## config.mk

```make
export PLATFORM = sky130hd
export DESIGN_NAME = irq_nest_ctrl
export DESIGN_NICKNAME = d
export VERILOG_FILES = /design/src/rtl/irq_nest_pkg.sv /design/src/rtl/irq_nest_arb.sv /design/src/rtl/irq_nest_lvl.sv /design/src/rtl/irq_nest_vec.sv /design/src/rtl/irq_nest_ctrl.sv
export SDC_FILE = /design/constraint.sdc
export NUM_CORES = 1
export LEC_CHECK = 0
export BUFFER_PORTS_ARGS = -buffer_cell sky130_fd_sc_hd__buf_2
export CAP_MARGIN = 10
export CORE_UTILIZATION = 40
export DETAILED_ROUTE_END_ITERATION = 8
export HOLD_SLACK_MARGIN = 0.08
export PLACE_DENSITY = 0.77
export SLEW_MARGIN = 20
export SYNTH_ARGS = -nofsm -noshare
export SYNTH_HDL_FRONTEND = slang
export SYNTH_SLANG_ARGS = --single-unit
```

## constraint.sdc

```tcl
create_clock -name clk_i -period 3.3 [get_ports clk_i]
set_clock_uncertainty 0.2 [all_clocks]
set_input_delay 0.33 -clock clk_i [delete_from_list [all_inputs] [get_ports clk_i]]
set_output_delay 0.33 -clock clk_i [all_outputs]
set_load 0.02 [all_outputs]
```

## src/rtl/irq_nest_pkg.sv

```systemverilog
package irq_nest_pkg;
  localparam int unsigned IRQ_ADDR_W = 16;

  typedef enum logic [0:0] {
    LVL_LO = 1'b0,
    LVL_HI = 1'b1
  } irq_lvl_e;
endpackage

```

## src/rtl/irq_nest_arb.sv

```systemverilog
module irq_nest_arb #(
  parameter int unsigned NUM_SRC = 8,
  localparam int unsigned IW = $clog2(NUM_SRC)
) (
  input  logic [NUM_SRC-1:0] req_lo_i,
  input  logic [NUM_SRC-1:0] req_hi_i,
  output logic               valid_o,
  output logic               hi_o,
  output logic [IW-1:0]      idx_o
);
  // one fixed-order finder per level; index 0 is most urgent
  for (genvar l = 0; l < 2; l++) begin : g_lvl
    logic [NUM_SRC-1:0] req;
    logic               any;
    logic [IW-1:0]      idx;

    assign req = (l == 1) ? req_hi_i : req_lo_i;

    always_comb begin
      any = 1'b0;
      idx = '0;
      for (int i = NUM_SRC - 1; i >= 0; i--) begin
        if (req[i]) begin
          any = 1'b1;
          idx = IW'(i);
        end
      end
    end
  end

  always_comb begin
    valid_o = g_lvl[1].any | g_lvl[0].any;
    hi_o    = g_lvl[1].any;
    idx_o   = g_lvl[1].any ? g_lvl[1].idx : g_lvl[0].idx;
  end
endmodule

```

## src/rtl/irq_nest_lvl.sv

```systemverilog
module irq_nest_lvl (
  input  logic       clk_i,
  input  logic       rst_ni,
  input  logic       issue_i,
  input  logic       issue_hi_i,
  input  logic       reti_i,
  input  logic       insn_bnd_i,
  output logic [1:0] in_svc_o,
  output logic       allow_hi_o,
  output logic       allow_lo_o,
  output logic       hold_o
);
  logic [1:0] svc_q;
  logic       gap_q;

  always_ff @(posedge clk_i or negedge rst_ni) begin
    if (!rst_ni) begin
      svc_q <= 2'b00;
    end else if (reti_i) begin
      if (svc_q[1]) svc_q[1] <= 1'b0;
      else          svc_q[0] <= 1'b0;
    end else if (issue_i) begin
      if (issue_hi_i) svc_q[1] <= 1'b1;
      else            svc_q[0] <= 1'b1;
    end
  end

  // blocks vectoring until one instruction completes after a return
  always_ff @(posedge clk_i or negedge rst_ni) begin
    if (!rst_ni)         gap_q <= 1'b0;
    else if (reti_i)     gap_q <= 1'b1;
    else if (insn_bnd_i) gap_q <= 1'b0;
  end

  assign in_svc_o   = svc_q;
  assign allow_hi_o = ~svc_q[1];
  assign allow_lo_o = ~svc_q[1] & ~svc_q[0];
  assign hold_o     = gap_q;
endmodule

```

## src/rtl/irq_nest_vec.sv

```systemverilog
module irq_nest_vec import irq_nest_pkg::*; #(
  parameter int unsigned NUM_SRC    = 8,
  parameter int unsigned VEC_BASE   = 3,
  parameter int unsigned VEC_STRIDE = 8,
  parameter logic [NUM_SRC-1:0] AUTO_CLR = '0,
  localparam int unsigned IW = $clog2(NUM_SRC)
) (
  input  logic                  clk_i,
  input  logic                  rst_ni,
  input  logic                  issue_i,
  input  logic                  issue_hi_i,
  input  logic [IW-1:0]         issue_idx_i,
  input  logic                  call_done_i,
  output logic                  req_o,
  output logic [IRQ_ADDR_W-1:0] addr_o,
  output logic                  hi_o,
  output logic [NUM_SRC-1:0]    clr_o
);
  logic                  req_q;
  logic [IRQ_ADDR_W-1:0] addr_q;
  irq_lvl_e              lvl_q;
  logic [NUM_SRC-1:0]    clr_q;

  always_ff @(posedge clk_i or negedge rst_ni) begin
    if (!rst_ni) begin
      req_q  <= 1'b0;
      addr_q <= '0;
      lvl_q  <= LVL_LO;
    end else if (issue_i) begin
      req_q  <= 1'b1;
      addr_q <= IRQ_ADDR_W'(VEC_BASE)
              + IRQ_ADDR_W'(VEC_STRIDE) * IRQ_ADDR_W'(issue_idx_i);
      lvl_q  <= issue_hi_i ? LVL_HI : LVL_LO;
    end else if (req_q && call_done_i) begin
      req_q  <= 1'b0;
    end
  end

  for (genvar i = 0; i < NUM_SRC; i++) begin : g_clr
    if (AUTO_CLR[i]) begin : g_on
      always_ff @(posedge clk_i or negedge rst_ni) begin
        if (!rst_ni) clr_q[i] <= 1'b0;
        else         clr_q[i] <= issue_i && (issue_idx_i == IW'(i));
      end
    end else begin : g_off
      assign clr_q[i] = 1'b0;
    end
  end

  assign req_o  = req_q;
  assign addr_o = addr_q;
  assign hi_o   = (lvl_q == LVL_HI);
  assign clr_o  = clr_q;
endmodule

```

## src/rtl/irq_nest_ctrl.sv

```systemverilog
module irq_nest_ctrl import irq_nest_pkg::*; #(
  parameter int unsigned NUM_SRC    = 8,
  parameter int unsigned VEC_BASE   = 3,
  parameter int unsigned VEC_STRIDE = 8,
  parameter logic [NUM_SRC-1:0] AUTO_CLR = NUM_SRC'(5)
) (
  input  logic                  clk_i,
  input  logic                  rst_ni,
  input  logic                  glob_en_i,
  input  logic [NUM_SRC-1:0]    pend_i,
  input  logic [NUM_SRC-1:0]    en_i,
  input  logic [NUM_SRC-1:0]    prio_hi_i,
  input  logic                  insn_bnd_i,
  input  logic                  call_done_i,
  input  logic                  reti_i,
  output logic                  vec_req_o,
  output logic [IRQ_ADDR_W-1:0] vec_addr_o,
  output logic                  vec_hi_o,
  output logic [NUM_SRC-1:0]    pend_clr_o,
  output logic [1:0]            in_svc_o
);
  localparam int unsigned IW = $clog2(NUM_SRC);

  logic               allow_hi, allow_lo, hold;
  logic [NUM_SRC-1:0] elig, req_hi, req_lo;
  logic               arb_valid, arb_hi;
  logic [IW-1:0]      arb_idx;
  logic               cand_valid_q, cand_hi_q;
  logic [IW-1:0]      cand_idx_q;
  logic               cand_live, issue;

  assign elig   = pend_i & en_i & {NUM_SRC{glob_en_i}};
  assign req_hi = elig &  prio_hi_i & {NUM_SRC{allow_hi}};
  assign req_lo = elig & ~prio_hi_i & {NUM_SRC{allow_lo}};

  irq_nest_arb #(.NUM_SRC(NUM_SRC)) u_arb (
    .req_lo_i (req_lo),
    .req_hi_i (req_hi),
    .valid_o  (arb_valid),
    .hi_o     (arb_hi),
    .idx_o    (arb_idx)
  );

  // detection stage: winner sampled every cycle
  always_ff @(posedge clk_i or negedge rst_ni) begin
    if (!rst_ni) begin
      cand_valid_q <= 1'b0;
      cand_hi_q    <= 1'b0;
      cand_idx_q   <= '0;
    end else begin
      cand_valid_q <= arb_valid;
      cand_hi_q    <= arb_hi;
      cand_idx_q   <= arb_idx;
    end
  end

  // stale winner (cleared flag, new service level) is dropped here
  assign cand_live = cand_valid_q &&
                     (cand_hi_q ? req_hi[cand_idx_q] : req_lo[cand_idx_q]);
  assign issue = cand_live && insn_bnd_i && !hold && !reti_i && !vec_req_o;

  irq_nest_lvl u_lvl (
    .clk_i      (clk_i),
    .rst_ni     (rst_ni),
    .issue_i    (issue),
    .issue_hi_i (cand_hi_q),
    .reti_i     (reti_i),
    .insn_bnd_i (insn_bnd_i),
    .in_svc_o   (in_svc_o),
    .allow_hi_o (allow_hi),
    .allow_lo_o (allow_lo),
    .hold_o     (hold)
  );

  irq_nest_vec #(
    .NUM_SRC    (NUM_SRC),
    .VEC_BASE   (VEC_BASE),
    .VEC_STRIDE (VEC_STRIDE),
    .AUTO_CLR   (AUTO_CLR)
  ) u_vec (
    .clk_i       (clk_i),
    .rst_ni      (rst_ni),
    .issue_i     (issue),
    .issue_hi_i  (cand_hi_q),
    .issue_idx_i (cand_idx_q),
    .call_done_i (call_done_i),
    .req_o       (vec_req_o),
    .addr_o      (vec_addr_o),
    .hi_o        (vec_hi_o),
    .clr_o       (pend_clr_o)
  );
endmodule

```

After elaboration in Yosys (flattened, before gate mapping)
Cells that the tools add are included.

Output and inout port bits: 28. Word-level logic and storage cells: 93. Register bits after elaboration: 28.

Order comparisons: 1. $add $sub $neg: 1. Reduce and logical (&&, ||, !) cells: 18. Bitwise operators: 11. Muxes and demuxes: 48. Eq/ne operators: 3.

Operators by type and width (number): 3-bit two-way mux (17); 8-bit AND (6); 1-bit two-way mux (27); 1-bit logical AND (8); 8-bit inverter (1); 2-bit nonzero test (4); 2-bit by 6-bit adder with 7-bit output (first input constant) (1); 1-bit binary-select mux with 3-bit select (2); 3-bit by 4-bit less-than comparator with 1-bit output (second input constant) (1); 2-bit two-way mux (2); 2-bit != test (second input constant) (2); 3-bit by 2-bit == test with 1-bit output (second input constant) (1); 1-bit zero test (3); 3-bit zero test (1); 3-bit AND reduction (1); 1-bit inverter (2); 2-bit AND reduction (1); 1-bit AND (1); 1-bit bitwise OR (1).

Depth between registers and ports, before layout
Gate-level depths: netlist of run 1.

Depth after elaboration: 14. Depth in mapped cells: 8. Depth with buffers taken out: 6.

Modules after synthesis
Synthesis of run 1 repeated with hierarchy kept, for this count alone.

Cells, all modules: 144. Area total of the unflattened synthesis: 1273.7 um2.

By module, submodules not included: irq_nest_ctrl (cells an instance 67, instances 1, sequential area each 125.1 um2, area each 506.7 um2); irq_nest_vec (cells an instance 37, instances 1, sequential area each 200.2 um2, area each 455.4 um2); irq_nest_arb (cells an instance 28, instances 1, sequential area each 0.0 um2, area each 183.9 um2); irq_nest_lvl (cells an instance 12, instances 1, sequential area each 75.1 um2, area each 127.6 um2).

Worst setup path before layout of run 1
No wires, ideal clock.

Path kind: register to register. Start: reg u_lvl.svc_q[1] (netlist: u_lvl.in_svc_o[1]). End: reg u_vec.addr_q[3] (netlist: u_vec.addr_o[3]). Library setup time: 0.125 ns. Data arrival time: 2.161 ns. Path buffers: 0. Setup slack: 0.814 ns. Data required time: 2.975 ns. Cell stages (with the launch flop): 7. Cell sequence: dfrtp_1 -> nand2b_1 -> or4_1 -> mux2_2 -> o221ai_2 -> o311ai_2 -> mux2_2.

Cells in the longest elaborated chain, start to end: 11. Elaborated cells on any way between the ends: 14. Those cells by class: mux: 5; bitwise: 4; reduce/logical: 5.

RTL lines: start: declaration (RTL line irq_nest_lvl.sv:13) `logic [1:0] svc_q;`; start signal: assignment (RTL line irq_nest_lvl.sv:18) `svc_q <= 2'b00;`; start signal: assignment (RTL line irq_nest_lvl.sv:23) `if (issue_hi_i) svc_q[1] <= 1'b1;`; 1-bit inverter (*) (RTL line irq_nest_lvl.sv:36, irq_nest_lvl.sv:37); 1-bit AND (RTL line irq_nest_lvl.sv:37) `assign allow_lo_o = ~svc_q[1] & ~svc_q[0];`; 8-bit AND (RTL line irq_nest_ctrl.sv:34) `assign req_lo = elig & ~prio_hi_i & {NUM_SRC{allow_lo}};`; 1-bit binary-select mux with 3-bit select (RTL line irq_nest_ctrl.sv:59) `(cand_hi_q ? req_hi[cand_idx_q] : req_lo[cand_idx_q]);`; 1-bit two-way mux (not written as such) (RTL line irq_nest_ctrl.sv:59); 1-bit two-way mux (*) (RTL line irq_nest_ctrl.sv:59); 1-bit logical AND (*) (RTL line irq_nest_ctrl.sv:58) `assign cand_live = cand_valid_q &&`; 1-bit logical AND (*) (4 in a row) (RTL line irq_nest_ctrl.sv:60) `assign issue = cand_live && insn_bnd_i && !hold && !reti_i && !vec_req_o;`; end signal: assignment (RTL line irq_nest_vec.sv:31) `addr_q <= IRQ_ADDR_W'(VEC_BASE)`; end: declaration (RTL line irq_nest_vec.sv:20) `logic [IRQ_ADDR_W-1:0] addr_q;`.

Every way passes the cells marked *; elsewhere a longest branch is shown, timed or not. The select of a mux whose other input is x is not followed. A chain may end at the register's enable or synchronous reset.

Worst setup path after layout of run 1
Start: reg u_lvl.svc_q[1] (netlist: u_lvl.in_svc_o[1]). End: reg u_vec.addr_q[5] (netlist: u_vec.addr_o[5]).

The elaborated chain is that of the path after synthesis.

==> results of run 1 <==
==> layout make-up <==
cell class | count | area (um2)
fillers | 284 | 1390
multi-input cells | 113 | 717
flip-flops and latches | 16 | 400
repair buffers | 44 | 240
well taps | 31 | 38.8
clock buffers | 4 | 36.3
inverters | 8 | 30.0
==> state kept, by name (all words and copies together), names as in the netlist <==
signal	cells
u_vec.req_o	1
u_vec.addr_o	4
u_vec.clr_o	2
u_vec.hi_o	1
u_lvl.hold_o	1
cand_hi_q	1
cand_valid_q	1
u_lvl.in_svc_o	2
cand_idx_q	3
==> metal layers <==
metal  up-vias  share of wire, %
met3         0               5.7
met2        48                48
met4         0                 0
met1       535                46
met5         -                 0
li1        579                 -
==> power groups by stage <==
stage,Clock [uW],Combinational (uW),Sequential [uW]
2_1_floorplan,0,123,257
3_3_place_gp,0,166,248
3_5_place_dp,0,168,248
4_1_cts,132,172,244
5_1_grt,142,191,249
6_report,128,173,244
==> final timing paths <==
path / endpoint / slack (ns) / depth (start not counted)
min: cand_idx_q[0] / 0.25 / 4
min reg2reg: u_vec.addr_o[1] / 0.29 / 1
max: u_vec.addr_o[5] / 0.61 / 6
max in group asynchronous: cand_idx_q[0] / 2.38 / 2
min in group asynchronous: u_vec.req_o / 0.26 / 2
max reg2reg: u_vec.addr_o[5] / 0.61 / 6
==> cells in the mapped netlist <==
cell type                  number  share of area [%]
sky130_fd_sc_hd__buf_4         19                 11
sky130_fd_sc_hd__dfrtp_1       16                 32
sky130_fd_sc_hd__nand2_1       15                4.5
sky130_fd_sc_hd__nor4_1         9                4.5
sky130_fd_sc_hd__inv_1          8                2.4
sky130_fd_sc_hd__a21oi_1        6                2.4
sky130_fd_sc_hd__nand2b_1       6                3.0
sky130_fd_sc_hd__nand4b_1       5                3.5
sky130_fd_sc_hd__o21ai_0        5                2.0
sky130_fd_sc_hd__mux2_2         4                3.6
sky130_fd_sc_hd__nand3_1        4                1.6
sky130_fd_sc_hd__nor2_1         4                1.2
sky130_fd_sc_hd__o22ai_1        4                2.0
sky130_fd_sc_hd__or3_1          4                2.0
sky130_fd_sc_hd__nand3b_1       3                1.8
sky130_fd_sc_hd__nor3_1         3                1.2
sky130_fd_sc_hd__a32o_1         2                1.6
sky130_fd_sc_hd__buf_2          2               0.80
sky130_fd_sc_hd__clkbuf_1       2               0.60
sky130_fd_sc_hd__mux2i_1        2                1.6
sky130_fd_sc_hd__nor2b_1        2                1.0
sky130_fd_sc_hd__o31ai_1        2                1.2
sky130_fd_sc_hd__a31o_2         1               0.70
sky130_fd_sc_hd__a31oi_1        1               0.50
sky130_fd_sc_hd__a32oi_1        1               0.70
sky130_fd_sc_hd__a41oi_1        1               0.70
sky130_fd_sc_hd__conb_1         1               0.30
sky130_fd_sc_hd__mux4_2         1                1.8
sky130_fd_sc_hd__nor3b_2        1                1.0
sky130_fd_sc_hd__nor4b_2        1                1.2
sky130_fd_sc_hd__o21a_1         1               0.60
sky130_fd_sc_hd__o21bai_1       1               0.60
sky130_fd_sc_hd__o221ai_2       1                1.2
sky130_fd_sc_hd__o311ai_2       1                1.3
sky130_fd_sc_hd__o41ai_1        1               0.70
sky130_fd_sc_hd__or2_2          1               0.50
sky130_fd_sc_hd__or3b_1         1               0.70
sky130_fd_sc_hd__or3b_2         1               0.70
sky130_fd_sc_hd__or4_1          1               0.60
==> through the flow <==
step	setup WS [ns]	hold WS, ns
finish	0.612	0.254
global route	0.424	0.268
CTS	0.590	0.241
detailed placement	0.620	0.0587
global placement	0.644	0.0529
floorplan	0.814	-0.166
==> kinds of logic after synthesis <==
kind of cell / after synthesis / synth area share [%]
AO/OA/AOI/OAI: 28 / 16.2
flip-flops: 16 / 32.1
other: 1 / 0.301
AND/OR/NAND/NOR: 61 / 29.1
buffers and inverters: 31 / 15.2
multiplexers: 7 / 7.02
==> critical path: stages, from the launching register on <==
cell and delay, ns:
sky130_fd_sc_hd__dfrtp_1 0.54, sky130_fd_sc_hd__nand2b_1 0.26, sky130_fd_sc_hd__or4_1 0.50, sky130_fd_sc_hd__mux2_2 0.29, sky130_fd_sc_hd__o221ai_2 0.24, sky130_fd_sc_hd__o311ai_2 0.20, sky130_fd_sc_hd__mux2_2 0.35
==> reports/summary.md, run 1 <==
* Hold Startpoint: prio_hi_i[1]
* buffers added on ports: 40
* routed length per instance: 12.6 um
* Max rail drop VDD: 137 uV
* initial cell density of the core: 43.7%
* WS Path Type: flop to flop
* Total Power: 545 uW
* switch share: 34.7%
* most common cell after layout, fill and taps aside: sky130_fd_sc_hd__buf_2
* syn avg cell area: 8.66 um2
* maximum operating frequency: 372 MHz
* Clock power frac: 23.5%
* Top Usage Layer GRT: met2
* final setup fails: 0
* standby leakage power: 0.000711 uW
* final WL: 2.73 mm
* Sw Pwr: 189 uW
* Post-CTS Setup Repair Bufs: 0
* Sinks on Clock Net: 16
* Detail Route Antenna Nets: 0
* startpoint of the worst-slack reg-to-reg timing path: u_lvl.in_svc_o[1]
* layout net count: 216
* fin crit period: 2.69 ns
* Placer Congestion: 0.847
* library cells used by synthesis: 39
* overall routing resource usage: 18.0%
* fraction of the cycle the final worst path needs: 81.4%
* number of buffers created by CTS: 3
* number of pins exceeding their max-slew limit in the final report: 0
* library cell used as clock root buffer: sky130_fd_sc_hd__clkbuf_4
* endpoint type of the worst setup path: flop
* detailed router's first-iteration violation count: 47
* Total Die Area: 0.00335 mm2
* clk slew on worst S/H paths: 0.09 ns
* remaining global-route overflow: 0
* total number of vias: 1162
* die span in x: 57.8 um
* Post-Place Cell Area: 0.00139 mm2
* largest net degree at the start of global routing: 18
* met3 track utilization from global routing: 1.79%
* Avg Vias per Cell: 5.38
* most used cells in the layout excluding fill and tap cells: sky130_fd_sc_hd__buf_2, sky130_fd_sc_hd__conb_1, sky130_fd_sc_hd__dfrtp_1
* Post-Synthesis Cell Area: 0.00125 mm2
* outcome: finished, violations left
* Pre-Repair DR Iteration Count: 7
* PostCTS Resize Cnt: 0
* core outline area: 0.00285 mm2
* Boundary Pins: 58
* layout cell share with drive strength beyond 1: 30.3%
* crit path from: u_lvl.in_svc_o[1]
* share of total power in combinational logic: 31.7%
* critical path peak fanout: 17
* depth of the CTS H-tree: 1
* PD cells: 373 mW/mm2
* Post-CTS Hold Buffers: 4
* Max Cap Viol: 0
* portion of the post-synthesis area used by sequential elements: 32.1%
* final std cells w/o fill: 216
* unrepaired setup endpoints after global routing: no
* number of antenna violations at the first check in global routing: 0
* Post-Synthesis Cells: 144
* worst slew slack as a fraction of its limit: 50.0%
* half-perimeter wire length after placement: 2.18 mm
* via count of the first global-routing pass: 1048
* area growth from synthesis to layout: 17.3%
* met1 usage in global routing: 24.6%
* violations in the final reports: DRC
* number of register bits inferred by synthesis: 16
* post-route setup TNS: 0 ns
* path type of the worst min-delay path: input port to flop
* number of DRC violations after detailed routing: 7
* total placed cells including tap cells: 208
* final-report hold violation count: 0
* transition time of the tightest slew-check pin: 0.743 ns
* final design instance area without fill: 0.00146 mm2
* Yosys Warn Count: 0
* met2 demand-to-capacity share in global routing: 30.0%
* startpoint kind of the worst setup timing path: flop
* Pint: 356 uW
* CTS tree: yes
* end-of-flow core utilization: 51.3%
* source-to-sink clock delay at the later pin of the worst-skew pair: 0.29 ns
* data required time of the critical path: 3.28 ns
* floorplan row count: 19
* worst-case clock buffer depth: 2
* arrival time at the worst endpoint: 2.66 ns
* die height: 57.8 um
* diode count: 0
* wire length of the first global-routing pass: 4.71 mm
* fraction of power consumed by sequential logic: 44.8%
No activity file was read; power rests on OpenSTA's default activity.
==> inputs of run 2 (changes only) <==
Settings changed: PLACE_DENSITY 0.77 to 0.8.
Clock period 3.3 ns to 2.4 ns, I/O delays scaled along.
==> run 2 against run 1 <==
Effect of this change:
- the flow still finishes with violations (DRC)
- register-to-register slack worse by 0.58 ns
- worst hold slack got worse by 0.11 ns
- fmax rose by 14%
- global-route usage up 1.1 points
- utilization up 7.1 points
- largest cell class unchanged
- critical path type unchanged
==> reports/summary.md, run 2 (synthesis gave the netlist of run 1 again) <==
* final WL: 2.99 mm, was 2.73 mm
* maximum operating frequency: 423 MHz, was 372 MHz
* number of flip-flops under the largest register name: 4, unchanged
* detailed router's first-iteration violation count: 46, was 47
* fraction of the cycle the final worst path needs: 98.6%, was 81.4%
* endpoint type of the worst setup path: flop, unchanged
* layout filler cell count: 279, was 284
* startpoint kind of the worst setup timing path: flop, unchanged
* arrival time at the worst endpoint: 2.35 ns, was 2.66 ns
* library cell used as clock root buffer: sky130_fd_sc_hd__clkbuf_4, unchanged
* outcome: finished, violations left, unchanged
* end-of-flow core utilization: 58.4%, was 51.3%
* initial cell density of the core: 43.7%, unchanged
* number of DRC violations after detailed routing: 5, was 7
* total placed cells including tap cells: 221, was 208
* largest net degree at the start of global routing: 17, was 18
* number of pins exceeding their max-slew limit in the final report: 0, unchanged
* final std cells w/o fill: 232, was 216
* fin crit period: 2.37 ns, was 2.69 ns
* violations in the final reports: DRC, unchanged
* post-route setup TNS: 0 ns, unchanged
* die span in x: 57.8 um, unchanged
* buffers added on ports: 40, unchanged
* Placement Setup Slack: -0.0358 ns, was 0.620 ns
* Detail Route Antenna Nets: 0, unchanged
* standby leakage power: 0.000813 uW, was 0.000711 uW
* depth of the CTS H-tree: 1, unchanged
* unrepaired setup endpoints after global routing: yes, was no
* wire length of the first global-routing pass: 4.86 mm, was 4.71 mm
* path type of the worst min-delay path: input port to flop, unchanged
* source-to-sink clock delay at the later pin of the worst-skew pair: 0.29 ns, about the same
* core outline area: 0.00285 mm2, unchanged
* Max Cap Viol: 0, unchanged
* Placer Congestion: 0.833, was 0.847
* CTS tree: yes, unchanged
* final setup fails: 0, unchanged
* die height: 57.8 um, unchanged
* Total Die Area: 0.00335 mm2, unchanged
* routed length per instance: 12.9 um, was 12.6 um
* area growth from synthesis to layout: 33.5%, was 17.3%
* number of antenna violations at the first check in global routing: 0, unchanged
* data required time of the critical path: 2.38 ns, was 3.28 ns
* Boundary Pins: 58, unchanged
* clk slew on worst S/H paths: 0.09 ns, about the same
* half-perimeter wire length after placement: 2.45 mm, was 2.18 mm
* Pre-Repair DR Iteration Count: 6, was 7
* remaining global-route overflow: 0, unchanged
* most used cells in the layout excluding fill and tap cells: sky130_fd_sc_hd__buf_2, sky130_fd_sc_hd__conb_1, sky130_fd_sc_hd__nand2_1, sky130_fd_sc_hd__dfrtp_1, sky130_fd_sc_hd__buf_4, was sky130_fd_sc_hd__buf_2, sky130_fd_sc_hd__conb_1, sky130_fd_sc_hd__dfrtp_1
* final-report hold violation count: 0, unchanged
* floorplan row count: 19, unchanged
* via count of the first global-routing pass: 1139, was 1048
* final design instance area without fill: 0.00167 mm2, was 0.00146 mm2
* WS Path Type: flop to flop, unchanged
* diode count: 0, unchanged
* layout cell share with drive strength beyond 1: 39.8%, was 30.3%
* critical path peak fanout: 7, was 17
* most common cell after layout, fill and taps aside: sky130_fd_sc_hd__buf_2, unchanged
* Max rail drop VDD: 200 uV, was 137 uV
* Avg Vias per Cell: 5.37, was 5.38
* PD cells: 472 mW/mm2, was 373 mW/mm2
* Post-Place Cell Area: 0.00153 mm2, was 0.00139 mm2
* total number of vias: 1245, was 1162
* layout net count: 232, was 216
* worst-case clock buffer depth: 2, unchanged
* number of buffers created by CTS: 3, unchanged
* overall routing resource usage: 19.1%, was 18.0%
* slack of the critical path: 0.0338 ns, was 0.612 ns
* Sinks on Clock Net: 16, unchanged
[run 2: final timing paths]
path | startpoint | end | slack (ns) | cells past startpoint
setup / recovery | u_lvl.in_svc_o[1] | u_vec.addr_o[3] | 0.03 | 7
hold reg to reg | u_vec.addr_o[1] | u_vec.addr_o[1] | 0.28 | 1
hold / removal | en_i[0] | cand_idx_q[0] | 0.14 | 4
max in group asynchronous | rst_ni | u_lvl.in_svc_o[1] | 1.53 | 2
setup reg to reg | u_lvl.in_svc_o[1] | u_vec.addr_o[3] | 0.03 | 7
min in group asynchronous | rst_ni | u_vec.addr_o[4] | 0.20 | 2
[run 2: what timing repair did]
action,in CTS,in global routing
resized for setup,1,7
buffers inserted,0,2
pin swaps,1,0
hold endpoints to repair,19,0
setup endpoints to repair,3,5
hold buffers,5,0
[run 2: per-layer routing]
layer / global-route usage, % / part of all wire [%]
met1: 24.7 / 44
met2: 33.0 / 49
met3: 2.68 / 5.4
met4: 6.12 / 1.4
met5: 0 / 0
[run 2: area by class of cell]
class	count	area [um2]	area share, %
Multi-Input combinational cell	113	796	47.8
Clock buffer	4	36.3	2.18
Inverter	8	30.0	1.80
Tap cell	31	38.8	2.33
Timing Repair Buffer	60	363	21.8
Sequential cell	16	402	24.1
[run 2: critical path, cell delays in order, from the launching register on]
cell	delay [ns]
sky130_fd_sc_hd__dfrtp_2	0.44
sky130_fd_sc_hd__buf_4	0.16
sky130_fd_sc_hd__or3b_1	0.38
sky130_fd_sc_hd__o22ai_1	0.15
sky130_fd_sc_hd__mux4_2	0.29
sky130_fd_sc_hd__nand2b_4	0.14
sky130_fd_sc_hd__o311ai_4	0.15
sky130_fd_sc_hd__mux2_4	0.33
[run 2: stage by stage]
stage               power [uW]  hold slack (ns)
floorplan                  532           -0.256
global placement           596          -0.0394
detailed placement         601          -0.0316
CTS                        783            0.128
global route               845            0.153
finish                     787            0.140
[run 2: power breakdown]
group | internal [uW] | leakage, uW | switching, uW
sequential | 302 | 0.000207 | 29.7
clock | 92.5 | 0.0000210 | 80.8
combinational | 121 | 0.000586 | 161
